## src/rtl/hsport_pkg.sv

```systemverilog
package hsport_pkg;
  typedef struct packed {
    logic fall;
    logic rise;
  } edge_t;

  typedef enum logic {
    DIR_RX = 1'b0,
    DIR_TX = 1'b1
  } dir_e;
endpackage

```

## src/rtl/hsport_edge.sv

```systemverilog
module hsport_edge
  import hsport_pkg::*;
#(
  parameter int unsigned STAGES = 2
) (
  input  logic  clk,
  input  logic  rst_n,
  input  logic  din,
  output edge_t ev,
  output logic  lvl
);
  logic prev_q;

  generate
    if (STAGES > 0) begin : g_sync
      logic [STAGES-1:0] chain_q;
      always_ff @(posedge clk or negedge rst_n) begin
        if (!rst_n) begin
          chain_q <= '1;
        end else begin
          chain_q[0] <= din;
          for (int i = 1; i < STAGES; i++) chain_q[i] <= chain_q[i-1];
        end
      end
      assign lvl = chain_q[STAGES-1];
    end else begin : g_direct
      assign lvl = din;
    end
  endgenerate

  always_ff @(posedge clk or negedge rst_n) begin
    if (!rst_n) prev_q <= 1'b1;
    else        prev_q <= lvl;
  end

  assign ev.fall = prev_q & ~lvl;
  assign ev.rise = ~prev_q & lvl;
endmodule

```

## src/rtl/hsport_rx.sv

```systemverilog
module hsport_rx
  import hsport_pkg::*;
#(
  parameter int unsigned W = 8
) (
  input  logic         clk,
  input  logic         rst_n,
  input  logic         active,
  input  logic         clear,
  input  edge_t        stb,
  input  edge_t        rd,
  input  logic [W-1:0] pin_in,
  output logic         full,
  output logic         req,
  output logic [W-1:0] data
);
  always_ff @(posedge clk or negedge rst_n) begin
    if (!rst_n) begin
      full <= 1'b0;
      req  <= 1'b0;
      data <= '0;
    end else if (clear) begin
      full <= 1'b0;
      req  <= 1'b0;
    end else if (active) begin
      if (stb.fall) begin
        data <= pin_in;
        full <= 1'b1;
      end
      if (stb.rise && full) req <= 1'b1;
      if (rd.fall) req <= 1'b0;
      if (rd.rise) full <= 1'b0;
    end
  end
endmodule

```

## src/rtl/hsport_tx.sv

```systemverilog
module hsport_tx
  import hsport_pkg::*;
#(
  parameter int unsigned W = 8
) (
  input  logic         clk,
  input  logic         rst_n,
  input  logic         active,
  input  logic         clear,
  input  edge_t        ack,
  input  edge_t        wr,
  input  logic [W-1:0] wdata,
  output logic         full_n,
  output logic         req,
  output logic [W-1:0] dout
);
  always_ff @(posedge clk or negedge rst_n) begin
    if (!rst_n) begin
      full_n <= 1'b1;
      req    <= 1'b0;
      dout   <= '0;
    end else if (clear) begin
      full_n <= 1'b1;
      req    <= 1'b0;
    end else if (active) begin
      if (wr.fall) req <= 1'b0;
      if (wr.rise) begin
        dout   <= wdata;
        full_n <= 1'b0;
      end
      if (ack.fall) full_n <= 1'b1;
      if (ack.rise && full_n) req <= 1'b1;
    end
  end
endmodule

```

## src/rtl/hsport.sv

```systemverilog
module hsport
  import hsport_pkg::*;
#(
  parameter int unsigned DATA_W      = 8,
  parameter int unsigned SYNC_STAGES = 2
) (
  input  logic              clk,
  input  logic              rst_n,
  input  logic              dir_sel,
  input  logic              ie_in,
  input  logic              ie_out,
  input  logic              host_rd_n,
  input  logic              host_wr_n,
  input  logic [DATA_W-1:0] host_wdata,
  output logic [DATA_W-1:0] host_rdata,
  input  logic              ext_stb_n,
  input  logic              ext_ack_n,
  input  logic [DATA_W-1:0] pin_in,
  output logic [DATA_W-1:0] pin_out,
  output logic              pin_oe,
  output logic              ibf,
  output logic              obf_n,
  output logic              intr
);
  dir_e  mode_q;
  logic  mode_chg;
  logic  rx_act, tx_act;
  edge_t stb_ev, ack_ev, rd_ev, wr_ev;
  logic  stb_lvl, ack_lvl, rd_lvl, wr_lvl;
  logic  rx_req, tx_req;

  always_ff @(posedge clk or negedge rst_n) begin
    if (!rst_n) mode_q <= DIR_RX;
    else        mode_q <= dir_e'(dir_sel);
  end

  assign mode_chg = (mode_q != dir_e'(dir_sel));
  assign rx_act   = !mode_chg && (mode_q == DIR_RX);
  assign tx_act   = !mode_chg && (mode_q == DIR_TX);

  hsport_edge #(.STAGES(SYNC_STAGES)) u_stb (
    .clk(clk), .rst_n(rst_n), .din(ext_stb_n), .ev(stb_ev), .lvl(stb_lvl));
  hsport_edge #(.STAGES(SYNC_STAGES)) u_ack (
    .clk(clk), .rst_n(rst_n), .din(ext_ack_n), .ev(ack_ev), .lvl(ack_lvl));
  hsport_edge #(.STAGES(0)) u_rd (
    .clk(clk), .rst_n(rst_n), .din(host_rd_n), .ev(rd_ev), .lvl(rd_lvl));
  hsport_edge #(.STAGES(0)) u_wr (
    .clk(clk), .rst_n(rst_n), .din(host_wr_n), .ev(wr_ev), .lvl(wr_lvl));

  hsport_rx #(.W(DATA_W)) u_rx (
    .clk(clk), .rst_n(rst_n), .active(rx_act), .clear(mode_chg),
    .stb(stb_ev), .rd(rd_ev), .pin_in(pin_in),
    .full(ibf), .req(rx_req), .data(host_rdata));

  hsport_tx #(.W(DATA_W)) u_tx (
    .clk(clk), .rst_n(rst_n), .active(tx_act), .clear(mode_chg),
    .ack(ack_ev), .wr(wr_ev), .wdata(host_wdata),
    .full_n(obf_n), .req(tx_req), .dout(pin_out));

  assign pin_oe = (mode_q == DIR_TX);
  assign intr   = (mode_q == DIR_RX) ? (rx_req & ie_in) : (tx_req & ie_out);
endmodule

```

## config.mk

```make
export PLATFORM = sky130hd
export DESIGN_NAME = hsport
export DESIGN_NICKNAME = d
export VERILOG_FILES = /design/src/rtl/hsport_pkg.sv /design/src/rtl/hsport_edge.sv /design/src/rtl/hsport_rx.sv /design/src/rtl/hsport_tx.sv /design/src/rtl/hsport.sv
export SDC_FILE = /design/constraint.sdc
export NUM_CORES = 1
export LEC_CHECK = 0
export BUFFER_PORTS_ARGS = -buffer_cell sky130_fd_sc_hd__buf_2
export CAP_MARGIN = 20
export CORE_MARGIN = 2
export CORE_UTILIZATION = 38
export CTS_CLUSTER_SIZE = 30
export DETAILED_ROUTE_END_ITERATION = 6
export PLACE_DENSITY_LB_ADDON = 0.1
export SLEW_MARGIN = 20
export SYNTH_ARGS = -nofsm -noshare
export SYNTH_HDL_FRONTEND = slang
export SYNTH_SLANG_ARGS = --single-unit
```

## constraint.sdc

```tcl
create_clock -name clk -period 2 [get_ports clk]
set_clock_uncertainty 0.15 [all_clocks]
set_input_delay 0.6 -clock clk [delete_from_list [all_inputs] [get_ports clk]]
set_output_delay 0.6 -clock clk [all_outputs]
set_load 0.005 [all_outputs]
```

## After elaboration in Yosys (flattened, before gate mapping)

Cells that the tools add are included.

| storage, ports and cells | value |
|---|---|
| bits in registers | 29 |
| output and inout bits | 20 |
| logic and storage cells | 68 |

| cells by class | value |
|---|---|
| eq/ne operators | 1 |
| mux-type cells | 17 |
| bitwise logic cells | 20 |
| reductions and logical operators | 17 |

Operator list:

| operator | number |
|---|---|
| $mux W1 | 17 |
| $reduce_bool A3 Y1 | 4 |
| $and A1 B1 Y1 | 10 |
| $not A1 Y1 | 10 |
| $reduce_and A2 Y1 | 4 |
| $reduce_and A3 Y1 | 2 |
| $logic_and A1 B1 Y1 | 4 |
| $reduce_bool A2 Y1 | 2 |
| $logic_not A1 Y1 | 1 |
| $ne A1 B1 Y1 | 1 |

## Depth between registers and ports, before layout

| depth | value |
|---|---|
| depth after elaboration | 7 |
| mapped depth | 4 |
| depth with buffers taken out | 4 |

## Cells and area by module

A second synthesis with hierarchy kept.

| unflattened totals | value |
|---|---|
| cells, all modules | 73 |
| area, all modules | 1139.8 um^2 |

Modules (own cells, without submodules):

| module | times used | cells an instance | area an instance (um^2) | seq. area each (um^2) |
|---|---|---|---|---|
| hsport_tx | 1 | 24 | 396.6 | 251.5 |
| hsport_rx | 1 | 23 | 386.6 | 250.2 |
| hsport_edge (u_ack ...) | 2 | 5 | 93.8 | 78.8 |
| hsport_edge (u_rd ...) | 2 | 4 | 48.8 | 26.3 |
| hsport | 1 | 8 | 71.3 | 25.0 |

## Least setup slack after synthesis

OpenSTA, ideal clock, no wires.

| path | value |
|---|---|
| kind | input to register |
| from | input port dir_sel |
| to | register u_tx.req |
| setup time | 0.065 ns |
| arrival time | 1.392 ns |
| slack | 0.393 ns |
| stages | 4 |
| path buffers | 0 |
| cells stage by stage | inv_1 > ha_1 > nor4_1 > a22o_1 |

| between the ends | value |
|---|---|
| word-level cells in the longest chain between the ends | 5 |
| elaborated cells between the ends (all ways) | 7 |
| classes of those cells | eq/ne: 1; mux: 1; reduce/logical: 5 |

RTL lines:

| item | RTL line | RTL |
|---|---|---|
| from (decl) | hsport.sv:9 | `input logic dir_sel,` |
| $ne A1 B1 Y1 * | hsport.sv:37 | `assign mode_chg = (mode_q != dir_e'(dir_sel));` |
| $logic_not A1 Y1 | hsport.sv:39 | `assign tx_act = !mode_chg && (mode_q == DIR_TX);` |
| $logic_and A1 B1 Y1 | hsport.sv:39 |  |
| $reduce_bool A2 Y1 (no source line) | -- |  |
| $reduce_and A2 Y1 (no source line) | -- |  |
| to (signal assigned) | hsport_tx.sv:24 | `req <= 1'b0;` |
| to (signal assigned) | hsport_tx.sv:26 | `if (wr.fall) req <= 1'b0;` |
| to (signal assigned) | hsport_tx.sv:32 | `if (ack.rise && full_n) req <= 1'b1;` |
| to (decl) | hsport_tx.sv:14 | `output logic req,` |

Mark *: on every way between the ends. The rest lies on a longest branch, timed or not.
A chain may end at the register's enable or synchronous reset.

## Final worst setup path

| path | value |
|---|---|
| from | register mode_q, in the netlist pin_oe |
| to | output port intr |

| between the ends | value |
|---|---|
| word-level cells in the longest chain between the ends | 1 |

RTL lines:

| item | RTL line | RTL |
|---|---|---|
| from (decl) | hsport.sv:25 | `dir_e mode_q;` |
| from (signal assigned) | hsport.sv:34 | `else mode_q <= dir_e'(dir_sel);` |
| $mux W1 | hsport.sv:61 | `assign intr = (mode_q == DIR_RX) ? (rx_req & ie_in) : (tx_req & ie_out);` |
| to (decl) | hsport.sv:23 | `output logic intr` |

No other way between the ends.

==> impl_metrics.yaml <==
outcome:
  status: "complete, no violations"
placement:
  place_congestion: 0.622
  place.port_buffers: 44
  post-place-ws_ns: 0.189
  post-dp-hpwl_um: 1420
hold_path:
  worstHoldPathType: "in -> async"
cts:
  cts_buffer_depth: 2
  post_cts_buffers: 0
  cts_buffers: 5
  clock_latency_ns: 0.31
  hold_buffers: 0
  clk_pin_slew_ns: 0.08
  cts_tree: "built"
  clock-sinks: 29
  root_buffer: "clkbuf_4"
  h-tree-depth: 2
  cts-resized-gates: 0
critical_path:
  worst_setup_path_start_kind: "flop"
  r2r_slack_ns: 0.49
  cp.required_ns: 1.25
  endpoint_kind: "primary output"
  path_buf_inv: 1
  cp_cell_sequence: "o21ai_0, buf_2"
  path_max_fanout: 5
  cp_data_arrival_time_ns: 1.02
  crit_slowest_cell: "dfrtp_1"
  cp_top_family: "flip-flops"
  critPathMaxStageDelay_ns: 0.42
  setup.worst_path.class: "reg -> out"
power_and_ir_drop:
  switching_share: 0.242
  seqPwrFrac: 0.572
  pwr-share-comb: 0.177
  p_per_area_nw_per_um2: 882
  internal_power_uw: 958
  clockPowerShare: 0.251
  cellLeakagePower_uw: 0.000738
  vdd_drop_max_mv: 0.618
  p_switching_uw: 306
yosys:
  yosysSeqAreaShare: 0.654
  yosys-top-cells-area: "dfrtp_1, dfstp_2, mux2_2"
  synthTopCellsByCount: "dfrtp_1, mux2_2, dfstp_2"
  synth_edf_count: 0
  synth_area_um2: 1130
  yosysMostFrequentCell: "dfrtp_1"
  synth.avg_cell_area_um2: 15.6
  yosysUniqueCellTypes: 19
  synthArstFlopShare: 1.00
  synth_largest_area_cell: "dfrtp_1"
  synthFlopType: "dfrtp_1"
  synth_top_area_share: 0.444
  yosysWarnings: 0
  ys_ff_latch: 29
  syn_inst: 72
  synth_nets: 100
global_route:
  antenna_found_initial: 0
  grt_use_total: 0.130
  grt_pass1_wl_um: 3210
  use_met3: 0.0637
  grt_pass1_vias: 737
  met1_usage: 0.161
  top_usage_layer: "met2"
  grt_overflow: 0
  met2_usage: 0.193
  grt_max_degree: 30
timing:
  slew_headroom: 0.588
  postLayoutSetupSlackWorst_ns: 0.234
  setup_tns_ns: 0
  fmax_mhz: 566
  fin_crit_ns: 1.77
  setup_viol: 0
  tightest_slew_ns: 0.618
  hold_violations: 0
  hold_ws_ns: 0.139
  maxSlewViolCount: 0
  rsz0062_at_grt: "no"
  min_period_over_period: 0.883
floorplanning:
  core_area_um2: 2780
  io_pins: 45
  row_count: 19
  dieArea_um2: 3410
  die_w_um: 58.4
  start_util: 0.405
  die_h_um: 58.4
route:
  routedWlPerCell_um: 12.1
  viasPerCell: 4.74
  wl_um: 1870
  drcViolationCount: 0
  drtAntennaViolNets: 0
  vias: 734
  drt_pass1_iterations: 4
  drtIter0Drc: 10
layout:
  antennaDiodeCount: 0
  regArea_um2: 737
  drive_gt1_frac: 0.629
  finalNetCount: 151
  multiInputGateArea_um2: 370
  area_delta_synth_final_pct: 27.3
  nFillCells: 263
job:
  drv_cap: 0
==> power by group through the flow <==
stage | logic, µW | registers (µW) | clock network [µW]
finish | 224 | 723 | 317
CTS | 231 | 725 | 339
floorplan | 94.6 | 741 | 0
detailed placement | 230 | 736 | 0
global placement | 224 | 732 | 0
global route | 254 | 737 | 365
==> cell type report <==
class                           count  share of cell area
Sequential cell                    29               0.514
Clock buffer                        8              0.0340
Tap cell                           31              0.0271
Multi-Input combinational cell     38               0.258
Timing Repair Buffer               44               0.154
Inverter                            5              0.0131
==> final timing paths <==
check / start / end / depth (start not counted)
max: pin_oe / intr / 2
max in group asynchronous: rst_n / u_rx.data[7] / 1
min reg2reg: u_stb.g_sync.chain_q[0] / u_stb.g_sync.chain_q[1] / 0
max reg2reg: pin_oe / u_tx.req / 4
min in group clk: u_stb.g_sync.chain_q[0] / u_stb.g_sync.chain_q[1] / 0
min: rst_n / pin_oe / 1
==> routing by layer <==
metal	share of wire	wire length, µm	vias up
li1	-	-	355
met1	0.43	814	345
met2	0.45	849	29
met3	0.085	159	5
met5	0	0	-
met4	0.026	48	0
==> placed cells by master (no fill, tap or decap), types with 2 or more instances in the layout <==
cell       n
buf_2     44
dfrtp_1   20
mux2_2    16
dfstp_2    9
inv_1      5
clkbuf_4   5
o21ai_0    3
a21oi_1    3
ha_1       3
clkbuf_1   3
nand3b_4   2
==> worst reg2reg max path: cells and delay by family, from the launching register on <==
family,cells,cell delay (ns)
AO/OA/AOI/OAI,1,0.18
buffers and inverters,1,0.08
AND/OR/NAND/NOR,1,0.30
flip-flops,1,0.40
adder cells (fa/ha/maj),1,0.34
==> metrics by stage <==
| stage | cells | power (µW) | instance area (µm²) | utilization |
|---|---|---|---|---|
| 2_1_floorplan | 72 | 835 | 1130 | - |
| 3_3_place_gp | 147 | 956 | 1390 | 0.498 |
| 3_5_place_dp | 147 | 966 | 1390 | 0.498 |
| 4_1_cts | 155 | 1300 | 1430 | 0.516 |
| 5_1_grt | 155 | 1360 | 1430 | 0.516 |
| 6_report | 155 | 1260 | 1430 | 0.516 |
==> kinds of logic (layout without fill, tap and decap cells) <==
group | after synthesis | in the layout | synth area share
multiplexers | 16 | 16 | 0.160
AND/OR/NAND/NOR | 9 | 9 | 0.0778
AO/OA/AOI/OAI | 10 | 10 | 0.0578
flip-flops | 29 | 29 | 0.654
buffers and inverters | 5 | 57 | 0.0167
adder cells (fa/ha/maj) | 3 | 3 | 0.0333
==> sequential cells by signal (all words and copies together) (netlist names) <==
register	flops
u_rx.data	8
pin_oe	1
u_stb.g_sync.chain_q	2
u_wr.prev_q	1
u_rd.prev_q	1
u_tx.req	1
u_rx.full	1
u_ack.g_sync.chain_q	2
u_stb.prev_q	1
u_ack.prev_q	1
u_tx.full_n	1
u_tx.dout	8
u_rx.req	1
Note: power is estimated with default switching activity, not from simulation.
